File: config.mk
export PLATFORM = sky130hd
export DESIGN_NAME = dma_chan_activator
export DESIGN_NICKNAME = d
export VERILOG_FILES = /design/src/rtl/dma_chan_activator.sv
export SDC_FILE = /design/constraint.sdc
export NUM_CORES = 1
export LEC_CHECK = 0
export BUFFER_PORTS_ARGS = -buffer_cell sky130_fd_sc_hd__clkbuf_2
export CORE_MARGIN = 3
export CORE_UTILIZATION = 39
export CTS_BUF_LIST = sky130_fd_sc_hd__clkbuf_8
export DETAILED_ROUTE_END_ITERATION = 10
export PLACE_DENSITY = 0.75
export SLEW_MARGIN = 25
export SYNTH_ARGS = -nofsm -noshare
export SYNTH_HDL_FRONTEND = slang
export SYNTH_SLANG_ARGS = --single-unit
File: constraint.sdc
create_clock -name clk -period 1.1 [get_ports clk]
set_input_delay 0.275 -clock clk [delete_from_list [all_inputs] [get_ports clk]]
set_output_delay 0.275 -clock clk [all_outputs]
set_load 0.02 [all_outputs]
File: src/rtl/dma_chan_activator.sv
module dma_chan_activator #(
  parameter int SYNC_STAGES = 2
) (
  input  logic       clk,
  input  logic       rst_n,
  input  logic       ext_req_n,
  input  logic       int_irq,
  input  logic       xfer_busy,
  input  logic       xfer_done,
  input  logic       force_stop,
  input  logic       reg_wr,
  input  logic       reg_rd,
  input  logic [4:0] reg_wdata,
  output logic [4:0] reg_rdata,
  output logic       start_req,
  output logic       irq_clr,
  output logic       cpu_irq
);

  logic [SYNC_STAGES-1:0] sync_q;
  logic pin_lo, pin_prev_lo;
  logic ce, me, steal, edge_sel, src_int;
  logic rz_ce, rz_me;
  logic act_q, arm_lvl, pending, inflight, seen_busy, own_clr, aborted;

  wire active   = ce & me;
  wire act_rise = active & ~act_q;
  wire ext_hit  = edge_sel ? (pin_lo & (arm_lvl | act_rise | ~pin_prev_lo)) : pin_lo;
  wire hit      = src_int ? int_irq : ext_hit;
  wire accept   = active & hit & ~pending & ~inflight & ~irq_clr;
  wire fire     = pending & active & ~xfer_busy;
  wire finish   = inflight & seen_busy & ~xfer_busy;

  assign pin_lo    = ~sync_q[SYNC_STAGES-1];
  assign reg_rdata = {src_int, edge_sel, steal, me, ce};
  assign cpu_irq   = int_irq & ~(active & steal & src_int);

  always_ff @(posedge clk or negedge rst_n) begin
    if (!rst_n) begin
      sync_q      <= '1;
      pin_prev_lo <= 1'b0;
    end else begin
      sync_q      <= {sync_q[SYNC_STAGES-2:0], ext_req_n};
      pin_prev_lo <= pin_lo;
    end
  end

  always_ff @(posedge clk or negedge rst_n) begin
    if (!rst_n) begin
      ce <= 1'b0; me <= 1'b0; steal <= 1'b0; edge_sel <= 1'b0; src_int <= 1'b0;
      rz_ce <= 1'b1; rz_me <= 1'b1;
    end else begin
      if (reg_wr) begin
        steal    <= reg_wdata[2];
        edge_sel <= reg_wdata[3];
        src_int  <= reg_wdata[4];
        if (!reg_wdata[0]) ce <= 1'b0;
        else if (rz_ce) begin ce <= 1'b1; rz_ce <= 1'b0; end
        if (!reg_wdata[1]) me <= 1'b0;
        else if (rz_me) begin me <= 1'b1; rz_me <= 1'b0; end
      end else if (reg_rd) begin
        if (!ce) rz_ce <= 1'b1;
        if (!me) rz_me <= 1'b1;
      end
      if (xfer_done || force_stop) ce <= 1'b0;
      if (force_stop) me <= 1'b0;
    end
  end

  always_ff @(posedge clk or negedge rst_n) begin
    if (!rst_n) begin
      act_q <= 1'b0; arm_lvl <= 1'b0; pending <= 1'b0; start_req <= 1'b0;
    end else begin
      act_q     <= active;
      start_req <= fire;
      if (!active) arm_lvl <= 1'b0;
      else if (act_rise) arm_lvl <= 1'b1;
      if (accept && !src_int) arm_lvl <= 1'b0;
      if (!active || fire) pending <= 1'b0;
      else if (accept) pending <= 1'b1;
    end
  end

  always_ff @(posedge clk or negedge rst_n) begin
    if (!rst_n) begin
      inflight <= 1'b0; seen_busy <= 1'b0; own_clr <= 1'b0; aborted <= 1'b0; irq_clr <= 1'b0;
    end else begin
      irq_clr <= 1'b0;
      if (fire) begin
        inflight  <= 1'b1;
        seen_busy <= 1'b0;
        aborted   <= 1'b0;
        own_clr   <= src_int & steal;
      end else if (finish) begin
        inflight <= 1'b0;
        irq_clr  <= own_clr & ~aborted;
      end else begin
        if (inflight && xfer_busy) seen_busy <= 1'b1;
        if (inflight && force_stop) aborted <= 1'b1;
      end
    end
  end


  start_pulse_chk: assert property (@(posedge clk) disable iff (!rst_n)
    start_req |=> !start_req);

  start_idle_chk: assert property (@(posedge clk) disable iff (!rst_n)
    $rose(start_req) |-> !$past(xfer_busy));

  force_clear_chk: assert property (@(posedge clk) disable iff (!rst_n)
    force_stop |=> (reg_rdata[1:0] == 2'b00));

  ce_set_src_chk: assert property (@(posedge clk) disable iff (!rst_n)
    $rose(reg_rdata[0]) |-> $past(reg_wr && reg_wdata[0]));

  route_cpu_chk: assert property (@(posedge clk) disable iff (!rst_n)
    (int_irq && !(reg_rdata[0] && reg_rdata[1])) |-> cpu_irq);

  steal_quiet_chk: assert property (@(posedge clk) disable iff (!rst_n)
    (reg_rdata[4] && reg_rdata[2] && reg_rdata[1] && reg_rdata[0]) |-> !cpu_irq);

  abort_noclr_chk: assert property (@(posedge clk) disable iff (!rst_n)
    irq_clr |-> !$past(aborted));

endmodule

== Yosys cells after proc, flatten, opt, wreduce, memory -nomap -nowiden ==
Cells that the tools add are included.

* Bits in registers: 19
* Input bits: 14
* Output and inout bits: 8

* Equality and inequality tests: 8
* Multiplexer cells: 33
* Bitwise operators: 27
* Reduce and logical (&&, ||, !) cells: 20

{| class="wikitable"
|+ Operators with widths
! operator !! number
|-
| $mux 1 || 33
|-
| $and 1x1->1 || 16
|-
| $reduce_bool 2->1 || 7
|-
| $not 1->1 || 9
|-
| $reduce_and 2->1 || 4
|-
| $ne 2x2->1 const B || 3
|-
| $ne 3x1->1 const B || 2
|-
| $reduce_and 3->1 || 2
|-
| $ne 2x1->1 const B || 2
|-
| $logic_and 1x1->1 || 3
|-
| $ne 3x2->1 const B || 1
|-
| $logic_not 1->1 || 2
|-
| $logic_or 1x1->1 || 2
|-
| $or 1x1->1 || 2
|}

== Longest topological paths before layout ==
Gate-level depths: netlist of run 1.

* Word-level depth: 13
* Depth in mapped cells: 3
* Gate-level depth less buffers: 3

== Least setup slack after synthesis of run 1 ==
OpenSTA, ideal clock, no wires.

* Path type: flip-flop to output port
* Start point: register me
* End point: output cpu_irq
* Data arrival time: 0.764 ns
* Data required time: 0.825 ns
* Slack: 0.061 ns
* Stages on the path, launching flop included: 3
* Path through: dfrtp_1 -> nand2_2 -> o21a_1

* Cells in the longest elaborated chain, start to end: 5

{| class="wikitable"
|+ Ends and longest elaborated chain
! item !! line !! text
|-
| from (decl) || 22 || <nowiki>logic ce, me, steal, edge_sel, src_int;</nowiki>
|-
| from (signal assigned) || 50 || <nowiki>ce <= 1'b0; me <= 1'b0; steal <= 1'b0; edge_sel <= 1'b0; src_int <= 1'b0;</nowiki>
|-
| from (signal assigned) || 59 || <nowiki>if (!reg_wdata[1]) me <= 1'b0;</nowiki>
|-
| from (signal assigned) || 60 || <nowiki>else if (rz_me) begin me <= 1'b1; rz_me <= 1'b0; end</nowiki>
|-
| $and 1x1->1 || 26 || <nowiki>wire active = ce & me;</nowiki>
|-
| $and 1x1->1 (2 in series) || 36 || <nowiki>assign cpu_irq = int_irq & ~(active & steal & src_int);</nowiki>
|-
| $not 1->1 || 36 ||
|-
| $and 1x1->1 || 36 ||
|-
| to (decl) || 17 || <nowiki>output logic cpu_irq</nowiki>
|}

No other way between the ends.

== Final worst setup path of run 1 ==
* Start point: register ce
* End point: output cpu_irq

* Cells in the longest elaborated chain, start to end: 5

{| class="wikitable"
|+ Ends and longest elaborated chain
! item !! line !! text
|-
| from (decl) || 22 ||
|-
| from (signal assigned) || 50 ||
|-
| from (signal assigned) || 57 || <nowiki>if (!reg_wdata[0]) ce <= 1'b0;</nowiki>
|-
| from (signal assigned) || 58 || <nowiki>else if (rz_ce) begin ce <= 1'b1; rz_ce <= 1'b0; end</nowiki>
|-
| $and 1x1->1 || 26 ||
|-
| $and 1x1->1 (2 in series) || 36 ||
|-
| $not 1->1 || 36 ||
|-
| $and 1x1->1 || 36 ||
|}

No other way between the ends.

==> results of run 1 <==
-- cells by family after synthesis --
kind of cell | Yosys count | synth area share, %
flip-flops | 19 | 60.3
buffers and inverters | 14 | 9.11
multiplexers | 4 | 5.49
AND/OR/NAND/NOR | 16 | 12.9
AO/OA/AOI/OAI | 14 | 12.2
-- cell type report --
| type | instances | area [µm²] |
|---|---|---|
| clock buffers | 3 | 41.3 |
| clock inverters | 1 | 3.75 |
| fillers | 153 | 708 |
| inverters | 8 | 30.0 |
| multi-input cells | 34 | 259 |
| flip-flops and latches | 19 | 480 |
| well taps | 25 | 31.3 |
| repair buffers | 34 | 267 |
-- through the flow --
stage,setup slack [ps],instances,util (%)
2_1_floorplan,61.4,67,-
3_3_place_gp,20.7,112,51.0
3_5_place_dp,2.50,112,51.0
4_1_cts,-209,120,57.7
5_1_grt,-243,124,61.1
6_report,-206,124,61.1
-- timing repair --
item	CTS	global route
endpoints found under the hold margin	15	0
pin swaps	4	2
gates resized for setup	11	11
hold buffers	1	0
setup buffers	3	4
endpoints found under the setup margin	7	14
-- worst min path at each step --
stage,startpoint,endpoint,cells after the start
floorplan,rst_n,aborted,0
global placement,rst_n,edge_sel,1
detailed placement,rst_n,edge_sel,1
CTS,ext_req_n,sync_q[0],1
global route,ext_req_n,sync_q[0],1
finish,ext_req_n,sync_q[0],1
-- registers in the layout, indices dropped and copies added (netlist names) --
register,cells
steal,1
sync_q,2
pending,1
act_q,1
arm_lvl,1
aborted,1
rz_me,1
pin_prev_lo,1
ce,1
own_clr,1
me,1
irq_clr,1
inflight,1
edge_sel,1
seen_busy,1
start_req,1
rz_ce,1
src_int,1
-- cell usage in the layout, fill, tap and decap left out --
master / instances
nand2b_1: 1
a211oi_2: 1
o2bb2ai_1: 1
buf_6: 3
a221oi_1: 1
a21o_2: 1
a21oi_1: 4
and4_1: 1
nor3b_4: 1
nor2_1: 3
and3b_1: 1
a21oi_2: 1
a31oi_1: 1
a2111oi_2: 1
nand2_1: 2
nor3_2: 1
buf_4: 11
nor2b_1: 1
dlygate4sd3_1: 1
nand3b_1: 1
nand2_2: 1
clkbuf_2: 14
o21a_1: 1
inv_1: 9
buf_8: 1
clkbuf_8: 7
mux2i_1: 1
and2_1: 1
o21ai_0: 1
o22ai_1: 1
mux2_2: 3
dfstp_2: 4
dfrtp_1: 15
nor3_1: 2
-- critical path: cells and delay by family (launching register included) --
family                 cells  cell delay [ps]
AO/OA/AOI/OAI              1              190
buffers and inverters      1              150
flip-flops                 1              380
AND/OR/NAND/NOR            1               70
-- synthesized netlist by cell type, types with 2 or more instances --
| cell type | instances | area (µm²) |
|---|---|---|
| a21oi_1 | 5 | 25.0 |
| buf_4 | 5 | 37.5 |
| dfrtp_1 | 15 | 375 |
| dfstp_2 | 4 | 105 |
| inv_1 | 8 | 30.0 |
| mux2_2 | 3 | 33.8 |
| nand2_1 | 2 | 7.51 |
| nor2_1 | 3 | 11.3 |
| nor3_1 | 3 | 15.0 |
-- layer usage --
layer	wire (µm)	vias up	share of wire, %
li1	-	286	-
met1	699	283	45
met2	755	17	49
met3	79	2	5.1
met4	8	0	0.52
met5	0	-	0
-- report_power, final --
group | total (µW) | internal [µW] | switching [µW]
logic | 202 | 106 | 95.6
registers | 762 | 740 | 22.4
clock network | 462 | 247 | 215
==> results.md, run 1 <==
* Critical Setup Path Class: flop to output pin
* Final WS setup at -206 ps
* Root buffer cell: clkbuf_8
* Pwr/cell area at 1280 nW/µm²
* Reg2reg setup slack at -90 ps
* Die height at 51.2 µm
* Tot GR Track Use at 13.8%
* Violated checks: setup timing
* Cell leakage power at 0.000556 µW
* GRT busiest layer: met2
* Hpwl dp at 1.05 mm
* Met2 GRT Util at 22.3%
* CTS clk-pin slew, worst paths at 70 ps
* Crit. End Element: output pin
* Total number of vias at 588
* Final nets at 114
* Fin Setup TNS at -1060 ps
* Synthesized flop and latch total at 19
* H-tree lvl count at 1
* Number of global-route vias before repair at 615
* Largest net degree at the start of global routing at 20
* Final Hold Viols at 0
* Antenna cells at 0
* CP Cell Sequence: nand2_2, o21a_1, clkbuf_8
* DR vias/cell at 4.74
* Core area at 1820 µm²
* Design Area, Final at 1110 µm²
* Crit path launch: ce
* Port Buffers at 21
* Slowest stage delay, CP at 380 ps
* Final setup vio count at 10
* CP max stage cell: dfrtp_1
* Max FO, Critical Path at 2
* Register-to-Register Path Depth at 5
* HP Class: primary input to flop
* Clock Path Buffers at 2
* Crit path to: cpu_irq
* I/O pin count at 22
* Unrepaired setup endpoints after global routing: yes
* CP Launch Type: flop
* Tmin final at 1310 ps
* RD Place Congestion at 0.752
* Critical path arrival at 1030 ps
* Slew Viols, Final at 0
* Mapped Area at 797 µm²
* Worst slew pin tran at 463 ps
* Synth Net Count at 81
* Die width at 51.2 µm
* Critical Path RT at 820 ps
* First-pass GRT wire length at 2.68 mm
* M3 GR Usage at 2.92%
* Max IR drop VDD at 697 µV
* First-pass DRT Iterations at 4
* TritonCTS clock tree: yes
* Netlist cell types at 28
* CTS Sinks at 19
* Total CTS buffers at 3
* Mean area per synthesized cell at 11.9 µm²
* Remaining Overflow, GRT at 0
* Initial Util at 43.8%
* Worst reg2reg endpoint: seen_busy
* DR WL/cell at 12.4 µm
* Row count at 15
* Pwr Total at 1430 µW
* Final Cycle Share at 119%
* Cells after Synth at 67
* Syn. warnings at 0
* Layout cells sized above 1 at 50.5%
* Clk Latency, worst-skew pair at 250 ps
* Number of synthesized flops with an enable pin at 0
* Antenna viol nets, final at 0
* Fmax at 766 MHz
* Layout area overhead at 39.6%
* DRC Markers at 0
* Hold_ws at 105 ps
* RR Startpoint: ce
* Placed cell areas at 928 µm²
* Routed wire length at 1.54 mm
* Initial antenna violation count at 0
* Sequential-to-total area share from yosys stat at 60.3%
* Ys flop type: dfrtp_1
* Status: complete, but fails checks
* Grt met1 use at 17.4%
* Initial DRC count at 10
* Post-Route Skew at 2.85 ps
* Max-cap viol count at 0
* Max_slew headroom at 69.1%
* Full die area at 2620 µm²
* Post-synthesis async set-or-reset flop share at 100%
Power figures use the tool's default switching activity.
==> run 2: changes to the inputs <==
--- a/config.mk
+++ b/config.mk
@@ -6,7 +6,7 @@
 export NUM_CORES = 1
 export LEC_CHECK = 0
 export BUFFER_PORTS_ARGS = -buffer_cell sky130_fd_sc_hd__clkbuf_2
-export CORE_MARGIN = 3
+export CORE_MARGIN = 2
 export CORE_UTILIZATION = 39
 export CTS_BUF_LIST = sky130_fd_sc_hd__clkbuf_8
 export DETAILED_ROUTE_END_ITERATION = 10
==> run 2 against run 1 <==
Cell count increased by 2.4%. Global-route usage decreased by 0.37 points. Sequential power about the same. Clock power about the same. Combinational power increased by 5%. Largest cell class unchanged. The run still ends with setup timing left. Routed wire length increased by 4.7%. Design area increased by 1.3%. Utilization decreased by 3.0 points. Via count increased by 1.7%. First-iteration DRC count decreased by 30%. Critical endpoint unchanged.
==> results.md, run 2 (same netlist as run 1, synthesis figures left out) <==
* Internal power at 1100 µW
* Sw power at 336 µW
* Tot GR Track Use at 13.4%
* I/O pin count at 22
* Max IR drop VDD at 924 µV
* Die height at 49.2 µm
* Comb power frac at 14.8%
* CTS clk-pin slew, worst paths at 70 ps
* Hold_ws at 107 ps
* Port Buffers at 21
* Filler cells at 182
* DRC Markers at 0
* DR WL/cell at 12.7 µm
* HP Class: primary input to flop
* Layout area overhead at 41.4%
* Unrepaired setup endpoints after global routing: yes
* Clk Latency, worst-skew pair at 250 ps
* Antenna cells at 0
* Most used cells in the layout excluding fill and tap cells: clkbuf_2, dfrtp_1, buf_4, inv_1, buf_6
* Total CTS buffers at 3
* Max FO, Critical Path at 2
* Final Cycle Share at 121%
* Max_slew headroom at 69.2%
* Placed cell areas at 923 µm²
* Final WS setup at -233 ps
* CP Launch Type: flop
* Max-cap viol count at 0
* Post-Route Skew at 1.79 ps
* Crit. End Element: output pin
* Root buffer cell: clkbuf_8
* Largest net degree at the start of global routing at 20
* Row count at 16
* Remaining Overflow, GRT at 0
* Slew Viols, Final at 0
* DR vias/cell at 4.71
* Cell leakage power at 0.000554 µW
* Design Area, Final at 1130 µm²
* Total number of vias at 598
* Antenna viol nets, final at 0
* Full die area at 2420 µm²
* Worst slew pin tran at 462 ps
* Flop pwr share at 53.0%
* First-pass DRT Iterations at 3
* Final Hold Viols at 0
* Clk pwr share at 32.3%
* Biggest register: sync_q
* Initial Util at 41.0%
* Sw Ratio at 23.3%
* Number of global-route vias before repair at 589
* Violated checks: setup timing
* Pwr Total at 1440 µW
* TritonCTS clock tree: yes
* Die width at 49.2 µm
* RD Place Congestion at 0.761
* Initial antenna violation count at 0
* Hpwl dp at 1.07 mm
* Layout cells sized above 1 at 57.0%
* Fmax at 750 MHz
* Routed wire length at 1.62 mm
* First-pass GRT wire length at 2.53 mm
* Pwr/cell area at 1280 nW/µm²
* Status: complete, but fails checks
* H-tree lvl count at 1
* Commonest non-fill, non-tap cell in the layout: clkbuf_2
* Critical path arrival at 1060 ps
* Clock Path Buffers at 2
* Initial DRC count at 7
* CTS Sinks at 19
* Critical Setup Path Class: flop to output pin
* Max reg flops at 2
* Final nets at 115
* Final setup vio count at 11
* Core area at 1940 µm²
* Tmin final at 1330 ps
* Critical Path RT at 820 ps
run 2: changes by cell type in the layout (fill, tap and decap cells not counted), moves of 2 or more:
cell and change:
nor2_2 +2, buf_4 -2, nor2_1 -2, clkbuf_2 +2, inv_1 -2, buf_6 +3
clkbuf_8 -2
run 2: path summary, 6_finish.rpt:
kind / startpoint / to / slack [ps] / depth (start not counted)
setup / recovery: ce / cpu_irq / -230 / 3
hold / removal: ext_req_n / sync_q[0] / 110 / 1
setup reg to reg: ce / irq_clr / -20 / 5
hold reg to reg: sync_q[0] / sync_q[1] / 360 / 0
max in group asynchronous: rst_n / rz_ce / 250 / 2
min in group asynchronous: rst_n / edge_sel / 500 / 2
run 2: area by class of cell:
cell class | instances | area, µm² | share of cell area, %
Multi-Input combinational cell | 34 | 268 | 23.8
Tap cell | 27 | 33.8 | 3.00
Clock buffer | 3 | 41.3 | 3.66
Clock inverter | 1 | 5.00 | 0.444
Timing Repair Buffer | 35 | 268 | 23.8
Sequential cell | 19 | 482 | 42.7
Inverter | 8 | 30.0 | 2.66
run 2: power groups by stage:
stage	Combinational, µW	Clock, µW	Sequential (µW)
detailed placement	148	0	775
CTS	175	473	764
global route	234	503	766
floorplan	97.0	0	770
global placement	143	0	772
finish	213	465	763
run 2: what timing repair did:
item,CTS,global route
setup endpoints to repair,6,12
hold buffers,1,0
hold endpoints to repair,15,0
pin swaps,5,7
gates resized for setup,13,14
gates cloned,0,0
buffers inserted,4,5
run 2: worst max-delay path, cell delays in order, from the launching register on:
cell,delay [ps]
dfrtp_1,380
nand2_2,80
o21a_1,200
clkbuf_8,150
run 2: routing by layer:
layer / wire length, µm / share of wire [%] / GRT usage (%) / vias up
li1: - / - / - / 293
met1: 700 / 43 / 16.8 / 289
met2: 852 / 53 / 23.0 / 16
met3: 61 / 3.8 / 3.37 / 0
met4: 0 / 0 / 3.81 / 0
met5: 0 / 0 / 0 / -
run 2: metrics by stage:
| stage | setup slack [ps] | utilization [%] | setup TNS (ps) | cells |
|---|---|---|---|---|
| after floorplan | 61.4 | - | 0 | 67 |
| after global placement | 7.78 | 47.6 | 0 | 113 |
| after detailed placement | -32.1 | 47.6 | -32.1 | 113 |
| after CTS | -242 | 54.6 | -530 | 122 |
| after global routing | -294 | 58.1 | -1320 | 127 |
| final | -233 | 58.1 | -807 | 127 |
==> run 3: changes to the inputs <==
--- a/config.mk
+++ b/config.mk
@@ -11,6 +11,7 @@
 export CTS_BUF_LIST = sky130_fd_sc_hd__clkbuf_8
 export DETAILED_ROUTE_END_ITERATION = 10
 export PLACE_DENSITY = 0.75
+export SETUP_SLACK_MARGIN = 0.2
 export SLEW_MARGIN = 25
 export SYNTH_ARGS = -nofsm -noshare
 export SYNTH_HDL_FRONTEND = slang
==> run 3 against run 2 <==
The flow still finishes with violations (setup timing). Critical endpoint unchanged. Non-clock buffer count is 2 lower. Cell count is 1.6% lower. Register-to-register slack worse by 100 ps. Fmax is 2.4% higher. Setup slack better by 32 ps. Largest power group unchanged. Power is 1.8% higher. Via count is 0.84% lower.
==> results.md, run 3 (same netlist as run 1, synthesis figures left out) <==
* Tot GR Track Use at 14.6%
* Port Buffers at 21
* Max reg flops at 2
* Unrepaired setup endpoints after global routing: yes
* Antenna cells at 0
* Clk Latency, worst-skew pair at 250 ps
* CTS clk-pin slew, worst paths at 70 ps
* Final Hold Viols at 0
* H-tree lvl count at 1
* Largest net degree at the start of global routing at 20
* DR vias/cell at 4.74
* Die width at 49.2 µm
* Total number of vias at 593
* CTS Sinks at 19
* Crit. End Element: output pin
* Critical Setup Path Class: flop to output pin
* CP Launch Type: flop
* Slowest stage delay, CP at 370 ps
* Final nets at 113
* Layout cells sized above 1 at 52.0%
* Worst slew pin tran at 413 ps
* DRC Markers at 0
* Layout area overhead at 44.7%
* DR WL/cell at 13.2 µm
* HP Class: primary input to flop
* Hold_ws at 95.3 ps
* Final Cycle Share at 118%
* Status: complete, but fails checks
* First-pass GRT wire length at 2.72 mm
* I/O pin count at 22
* Cells after DPL at 114
* Commonest non-fill, non-tap cell in the layout: dfrtp_1
* Clock Path Buffers at 2
* Post-Route Skew at 1.48 ps
* Max IR drop VDD at 948 µV
* Most used cells in the layout excluding fill and tap cells: dfrtp_1, clkbuf_2, inv_1, buf_6, clkbuf_8
* Pwr/cell area at 1270 nW/µm²
* CP max stage cell: dfrtp_1
* Root buffer cell: clkbuf_8
* Die height at 49.2 µm
* Cell leakage power at 0.000570 µW
* Full die area at 2420 µm²
* Routed wire length at 1.65 mm
* Antenna viol nets, final at 0
* Total CTS buffers at 3
* Initial antenna violation count at 0
* Max_slew headroom at 72.5%
* Fmax at 768 MHz
* Final WS setup at -201 ps
* Initial DRC count at 2
* Biggest register: sync_q
* CP Cell Sequence: nand2_1, o21a_2, buf_8
* First-pass DRT Iterations at 2
* Tmin final at 1300 ps
* RD Place Congestion at 0.711
* Critical Path RT at 820 ps
* TritonCTS clock tree: yes
* Core area at 1940 µm²
* Max FO, Critical Path at 2
* Critical path arrival at 1030 ps
* Initial Util at 41.0%
* Max-cap viol count at 0
* Violated checks: setup timing
* Remaining Overflow, GRT at 0
* Slew Viols, Final at 0
* Non-Filler Instances at 125
* Number of global-route vias before repair at 667
* Row count at 16
* Final setup vio count at 13
-- run 3: cell types whose count changed in the layout (fill, tap and decap cells not counted), sizes merged --
| cell | delta |
|---|---|
| clkbuf | -3 |
| inv | +1 |
| buf | +1 |
| clkinv | -1 |
-- run 3: layer usage --
metal	vias to the layer above	global-route usage, %	part of all wire (%)
li1	287	-	-
met1	283	17.2	41
met2	19	24.3	53
met3	4	3.99	3.8
met4	0	7.62	2.3
met5	-	0	0
-- run 3: final cells by class --
type | instances | area, µm²
flip-flops and latches | 19 | 482
well taps | 27 | 33.8
repair buffers | 33 | 297
clock buffers | 3 | 41.3
inverters | 8 | 30.0
multi-input cells | 34 | 267
clock inverters | 1 | 3.75
fillers | 174 | 788
-- run 3: critical path: cells and delay by family (launching register included) --
family,cells,cell delay [ps]
flops,1,370
buf+inv,1,120
compound gates,1,200
simple gates,1,70
-- run 3: per-stage QoR --
step	total power (µW)	worst slack [ps]	utilization, %	instance area, µm²	TNS (ps)
after global routing	1520	-242	59.4	1150	-1840
after CTS	1450	-215	57.5	1120	-672
after detailed placement	925	14.2	48.3	938	0
after global placement	917	31.2	48.3	938	0
final	1470	-201	59.4	1150	-1180
after floorplan	869	84.7	-	805	0
-- run 3: report_power, final --
part | switching [µW] | internal (µW)
Clock | 225 | 248
Sequential | 22.7 | 740
Combinational | 105 | 126
Total | 353 | 1110
-- run 3: worst paths after layout --
| check | slack (ps) | depth (start not counted) | from | end |
|---|---|---|---|---|
| setup / recovery | -200 | 3 | steal | cpu_irq |
| hold / removal | 100 | 1 | ext_req_n | sync_q[0] |
| setup reg to reg | -120 | 6 | me | aborted |
| hold reg to reg | 360 | 0 | sync_q[0] | sync_q[1] |
| max in group asynchronous | 290 | 2 | rst_n | rz_ce |
| min in group asynchronous | 480 | 2 | rst_n | pin_prev_lo |
-- run 3: repair_timing --
item | CTS | global route
resized for setup | 18 | 13
setup buffers | 5 | 1
endpoints found under the hold margin | 15 | 0
endpoints found under the setup margin | 17 | 39
pin swaps | 2 | 3
hold buffers | 1 | 0
